===== src/rtl/dir_update_ctl.sv =====
module dir_update_ctl #(
  parameter int STATE_W     = 3,
  parameter int TILES       = 4,
  parameter int TT_DEPTH    = 4,
  parameter int MEM_TILE_ID = 0
) (
  input  logic                         msg_valid,
  input  logic                         msg_is_repl,
  input  logic                         msg_is_ifetch,
  input  logic                         tt_hit,
  input  logic [STATE_W-1:0]           tt_state,
  input  logic [TILES-1:0]             tt_sharers,
  input  logic [$clog2(TILES)-1:0]     tt_owner,
  input  logic [$clog2(TT_DEPTH)-1:0]  tt_index,
  input  logic [$clog2(TT_DEPTH)-1:0]  tt_free_index,
  input  logic                         c_hit,
  input  logic                         c_way_valid,
  input  logic [STATE_W-1:0]           c_state,
  input  logic [TILES-1:0]             c_sharers,
  input  logic [$clog2(TILES)-1:0]     c_owner,
  input  logic [STATE_W-1:0]           rp_state,
  input  logic [TILES-1:0]             rp_sharers,
  input  logic [$clog2(TILES)-1:0]     rp_owner,
  input  logic [STATE_W-1:0]           pt_next_state,
  input  logic                         pt_info_upd,
  input  logic                         pt_store_data,
  input  logic                         pt_inval_way,
  input  logic                         pt_send_resp,
  input  logic                         pt_send_fwd,
  output logic [STATE_W-1:0]           cur_state,
  output logic [TILES-1:0]             cur_sharers,
  output logic [$clog2(TILES)-1:0]     cur_owner,
  output logic                         tt_alloc,
  output logic                         tt_dealloc,
  output logic                         tt_upd,
  output logic [$clog2(TT_DEPTH)-1:0]  tt_wr_index,
  output logic                         c_alloc,
  output logic                         c_dealloc,
  output logic                         c_upd,
  output logic                         rq_enqueue,
  output logic                         net_resp_send,
  output logic                         net_fwd_send,
  output logic                         mem_bypass_send
);

  localparam int OWNER_W = $clog2(TILES);
  localparam logic [STATE_W-1:0] FIRST_TRANSIENT = STATE_W'(4);
  localparam logic [OWNER_W-1:0] MEM_OWNER = OWNER_W'(MEM_TILE_ID);

  // metadata source priority
  always_comb begin
    if (tt_hit) begin
      cur_state   = tt_state;
      cur_sharers = tt_sharers;
      cur_owner   = tt_owner;
    end else if (c_hit) begin
      cur_state   = c_state;
      cur_sharers = c_sharers;
      cur_owner   = c_owner;
    end else if (msg_is_repl) begin
      cur_state   = rp_state;
      cur_sharers = rp_sharers;
      cur_owner   = rp_owner;
    end else begin
      cur_state   = '0;
      cur_sharers = '0;
      cur_owner   = MEM_OWNER;
    end
  end

  // stable decode
  logic cur_stable, nxt_stable, active, wants_write;
  assign cur_stable  = cur_state < FIRST_TRANSIENT;
  assign nxt_stable  = pt_next_state < FIRST_TRANSIENT;
  assign active      = msg_valid & ~msg_is_ifetch;
  assign wants_write = pt_info_upd | pt_store_data;

  // transaction table
  assign tt_alloc    = active &  cur_stable & ~nxt_stable;
  assign tt_dealloc  = active & ~cur_stable &  nxt_stable;
  assign tt_upd      = active & ~cur_stable & ~nxt_stable & pt_info_upd;
  assign tt_wr_index = tt_alloc ? tt_free_index : tt_index;

  // directory cache
  assign c_upd     = active & cur_stable & nxt_stable & c_hit & wants_write;
  assign c_alloc   = active & nxt_stable & wants_write
                   & ~(tt_dealloc & pt_inval_way) & ~c_upd;
  assign c_dealloc = tt_alloc & c_hit;

  // victim enqueue
  assign rq_enqueue = msg_valid & c_way_valid & (c_alloc | c_upd) & ~c_dealloc
                    & ~msg_is_repl & ~c_hit;

  // messages
  assign net_resp_send   = active & pt_send_resp;
  assign net_fwd_send    = active & pt_send_fwd;
  assign mem_bypass_send = msg_valid & msg_is_ifetch;

  always_comb begin
    a_r4_tt_onehot: assert ($onehot0({tt_alloc, tt_dealloc, tt_upd}))
      else $error("table strobes overlap");
    a_r7_cache_onehot: assert ($onehot0({c_alloc, c_dealloc, c_upd}))
      else $error("cache strobes overlap");
    a_r8_dealloc_hit: assert (!c_dealloc || (c_hit && tt_alloc))
      else $error("cache dealloc without hit and table alloc");
    a_r9_enq_miss: assert (!rq_enqueue || (!c_hit && c_alloc && !msg_is_repl))
      else $error("enqueue on hit or replacement");
    a_r11_idle: assert (msg_valid || !(tt_alloc | tt_dealloc | tt_upd | c_alloc |
                        c_dealloc | c_upd | rq_enqueue | net_resp_send |
                        net_fwd_send | mem_bypass_send))
      else $error("strobe without valid message");
    a_r12_bypass: assert (!mem_bypass_send || !(tt_alloc | tt_dealloc | tt_upd |
                          c_alloc | c_dealloc | c_upd | rq_enqueue |
                          net_resp_send | net_fwd_send))
      else $error("coherence strobe on fetch bypass");
  end

endmodule


===== config.mk =====
export PLATFORM = sky130hd
export DESIGN_NAME = dir_update_ctl
export DESIGN_NICKNAME = d
export VERILOG_FILES = /design/src/rtl/dir_update_ctl.sv
export SDC_FILE = /design/constraint.sdc
export NUM_CORES = 1
export LEC_CHECK = 0
export BUFFER_PORTS_ARGS = -buffer_cell sky130_fd_sc_hd__buf_2
export CAP_MARGIN = 20
export CORE_AREA = 2 2 39 41
export DETAILED_ROUTE_END_ITERATION = 8
export DIE_AREA = 0 0 41 43
export PLACE_DENSITY = 0.83
export SYNTH_ARGS = -nofsm -noshare
export SYNTH_HDL_FRONTEND = slang
export SYNTH_SLANG_ARGS = --single-unit
export TNS_END_PERCENT = 30

===== constraint.sdc =====
create_clock -name vclk -period 1.55
set_input_delay 0.0775 -clock vclk [all_inputs]
set_output_delay 0.0775 -clock vclk [all_outputs]
set_load 0.02 [all_outputs]

Yosys cells after proc, flatten, opt, wreduce, memory -nomap -nowiden
Index checks and enable logic that the tools add are counted.
{ "word_totals": {"reg_bits": 0, "input_bits": 45, "wordCells": 46} }
{ "classes": {"order_cmp": 2, "mux": 10, "n_bitwise": 34} }
{ "ops": {"columns": ["operator", "n"], "rows": [
  ["AND 1 bit", 24],
  ["2-to-1 mux 4 bit", 3],
  ["2-to-1 mux 3 bit", 3],
  ["2-to-1 mux 2 bit", 4],
  ["inverter 1 bit", 8],
  ["< comparator 3 bit (second input constant)", 2],
  ["bitwise OR 1 bit", 2]
]} }

Longest topological paths before layout
{ "logic_depth": {"word_depth": 16, "ltp_mapped": 5} }

Least setup slack after synthesis
OpenSTA, ideal clock, no wires.
{ "synth_path": {"path_kind": "input to output", "from": "in tt_hit", "to": "out tt_wr_index[0]", "t_arrival_ps": 1033, "required_time_ps": 1472, "slack_ps": 440, "stages": 5, "path_buffers": 1, "path_cell_list": "buf_6 -> a21oi_2 -> a21oi_4 -> nor2_4 -> mux2_4"} }
{ "synth_between": {"elab_chain_cells": 5} }
{ "synth_lines": {"columns": ["element", "line_no", "text"], "rows": [
  ["start, declared", "10", "input logic tt_hit,"],
  ["2-to-1 mux 3 bit", "52", "if (tt_hit) begin"],
  ["via cur_state[2]", "30", "output logic [STATE_W-1:0] cur_state,"],
  ["< comparator 3 bit", "73", "assign cur_stable = cur_state < FIRST_TRANSIENT;"],
  ["AND 1 bit (2 in a row)", "79", "assign tt_alloc = active & cur_stable & ~nxt_stable;"],
  ["via tt_alloc", "33", "output logic tt_alloc,"],
  ["2-to-1 mux 2 bit", "82", "assign tt_wr_index = tt_alloc ? tt_free_index : tt_index;"],
  ["end, declared", "36", "output logic [$clog2(TT_DEPTH)-1:0] tt_wr_index,"]
]} }
The timed path passes the listed nets, and every way through them passes these cells.

Worst setup path in the final report
{ "layout_path": {"from": "in tt_hit", "to": "out tt_wr_index[0]"} }
{ "layout_between": {"elab_chain_cells": 5} }
{ "layout_lines": {"columns": ["element", "line_no"], "rows": [
  ["2-to-1 mux 3 bit", "52"],
  ["< comparator 3 bit", "73"],
  ["AND 1 bit (2 in a row)", "79"],
  ["2-to-1 mux 2 bit", "82"]
]} }
No other way between the ends.

==> impl_metrics.csv <==
group,metric,value,unit
route,vias,613,
pwr,leakage,0.4102,nW
sta,final.min_clock_period,1.306,ns
route,wl_per_cell,10.25,um
placement,port_buffers,64,
placement,numPlacedInstances,130,
cells_and_area,layout.cells.non_filler,130,
worst_hold_path,hold_class,"in2out",
global_routing,grt_max_degree,20,
route,firstDrtPassIters,2,
cells_and_area,nets,161,
cells_and_area,seq_cell_count,0,
route,drc,0,
critical_path,worst-path-max-fanout,19,
sta,worstMarginPinSlew,0.3216,ns
route,routed_wl,1332,um
floorplan,ios,66,
floorplan,placementRows,14,
cells_and_area,utilization,0.4919,
critical_path,critical_path_class,"in2out",
cells_and_area,multi_input_area,329.1,sq um
route,final_antenna_net_count,0,
pwr,p_per_area,291.7,nW/um^2
status,outcome,"finished, final reports clean",
critical_path,worstPathRequired,1.47,ns
sta,rsz0062_at_grt,"false",
pwr,ir_drop,120.2,uV
critical_path,startpoint_type,"input pin",
sta,period_share,0.8426,
run,drv_cap,0,
cells_and_area,most-common-layout-cells,"buf_2 (64), nand2_1 (9), o21ai_0 (9), a22oi_1 (8)",
sta,setup_viol,0,
yosys,yosysWarnings,0,
route,initialDrtViolationCount,4,
yosys,ys_seq_area_frac,0,
floorplan,initial_core_util,0.2586,
critical_path,endpoint_kind,"primary output",
sta,timing.final.hold_violations,0,
sta,clock.fmax,0.7657,GHz
yosys,ys_types,21,
sta,fin_tns_setup,0,ns
sta,slew_viol_final,0,
worst_hold_path,hold_end,"cur_state[0]",
cells_and_area,antennaDiodeCount,0,
global_routing,antenna_found_initial,0,
clocking,post_cts_resized,0,
sta,relSlewSlack,0.7833,
global_routing,grt_overflow_total,0,
cells_and_area,areaGrowthSynthToFinish,90.21,%
global_routing,grt_pass1_wl,1994,um
worst_hold_path,min-delay-start,"tt_state[0]",
critical_path,arrival,1.23,ns
placement,gp_congestion,0.7289,
route,vias_per_cell,4.715,
floorplan,die_y,43,um
clocking,holdBufCountCts,0,
cells_and_area,nFillCells,140,
floorplan,coreArea,1384,sq um
clocking,cts_setup_buffers,0,
floorplan,die-area,1763,sq um
global_routing,gr-usage-all-layers,0.1489,
cells_and_area,nClkBuffers,0,
yosys,synth_nets,98,
worst_hold_path,hold-path-cell-count,4,
cells_and_area,ff_latch_area,0,sq um
cells_and_area,drive_above_1_share,0.6316,
global_routing,grt_pass1_vias,558,
sta,hold_slack,0.4756,ns
yosys,synthCells,53,
yosys,syn_area,357.8,sq um
cells_and_area,mostFrequentLayoutCell,"buf_2",
floorplan,die_w,41,um
yosys,syn_avg_cell_area,6.752,sq um
==> cells in the mapped netlist <==
cell      n  share of area
inv_1     1          0.010
nor2b_1   1          0.017
nand2_1   9          0.094
mux2_4    2          0.084
o211ai_1  1          0.021
nor2_4    1          0.031
nor2b_4   1          0.038
and2_1    4          0.070
and4_1    2          0.049
a21oi_2   1          0.024
and2b_1   1          0.021
a22oi_1   8           0.17
buf_2     2          0.028
o21ai_0   9           0.13
buf_6     1          0.031
a21oi_1   1          0.014
clkbuf_1  1          0.010
a21oi_4   1          0.045
nand3b_4  1          0.056
nor2_1    4          0.042
and3_1    1          0.017
==> cell type report <==
class / instances / share of cell area
timing repair buffer: 65 / 0.4816
tap: 16 / 0.02941
multi-input combinational: 48 / 0.4835
inverter: 1 / 0.005515
==> power breakdown <==
part           total (W)  leakage (nW)  internal [W]  switching [W]
sequential             0             0             0              0
combinational   0.000199         0.410     0.0000920       0.000107
clock                  0             0             0              0
==> layer usage <==
layer / share of wire / vias to the layer above / track usage
li1: - / 314 / -
met1: 0.35 / 252 / 0.1551
met2: 0.52 / 47 / 0.3063
met3: 0.13 / 0 / 0.01047
met4: 0 / 0 / 0
met5: 0 / - / 0
==> through the flow <==
step	power (W)	area (sq um)	worst slack, ns
floorplan	0.0001097	357.8	0.4396
finish	0.0001985	680.7	0.2440
CTS	0.0002007	680.7	0.2271
global route	0.0002193	680.7	0.1548
global placement	0.0001958	680.7	0.2449
detailed placement	0.0002000	680.7	0.2326
==> logic make-up after synthesis <==
logic type             count (synthesis)  synth area share
AO/OA/AOI/OAI                         21            0.3986
buffers and inverters                  5           0.08040
multiplexers                           2           0.08392
AND/OR/NAND/NOR                       25            0.4371
==> worst max-delay path: stages <==
cell	delay, ns
buf_2	0.25
nor2b_4	0.23
a21oi_4	0.06
nor2_4	0.15
mux2_4	0.30
buf_2	0.16
==> worst max-delay path by stage <==
stage | cells after the start | slack (ns) | endpoint | start
4_1_cts | 6 | 0.23 | tt_wr_index[1] | tt_hit
5_1_grt | 6 | 0.15 | tt_wr_index[0] | tt_hit
6_report | 6 | 0.24 | tt_wr_index[0] | tt_hit
3_5_place_dp | 6 | 0.23 | tt_wr_index[1] | tt_hit
2_1_floorplan | 5 | 0.44 | tt_wr_index[0] | tt_hit
3_3_place_gp | 6 | 0.24 | tt_wr_index[0] | tt_hit
Note: power is estimated with default switching activity, not from simulation.
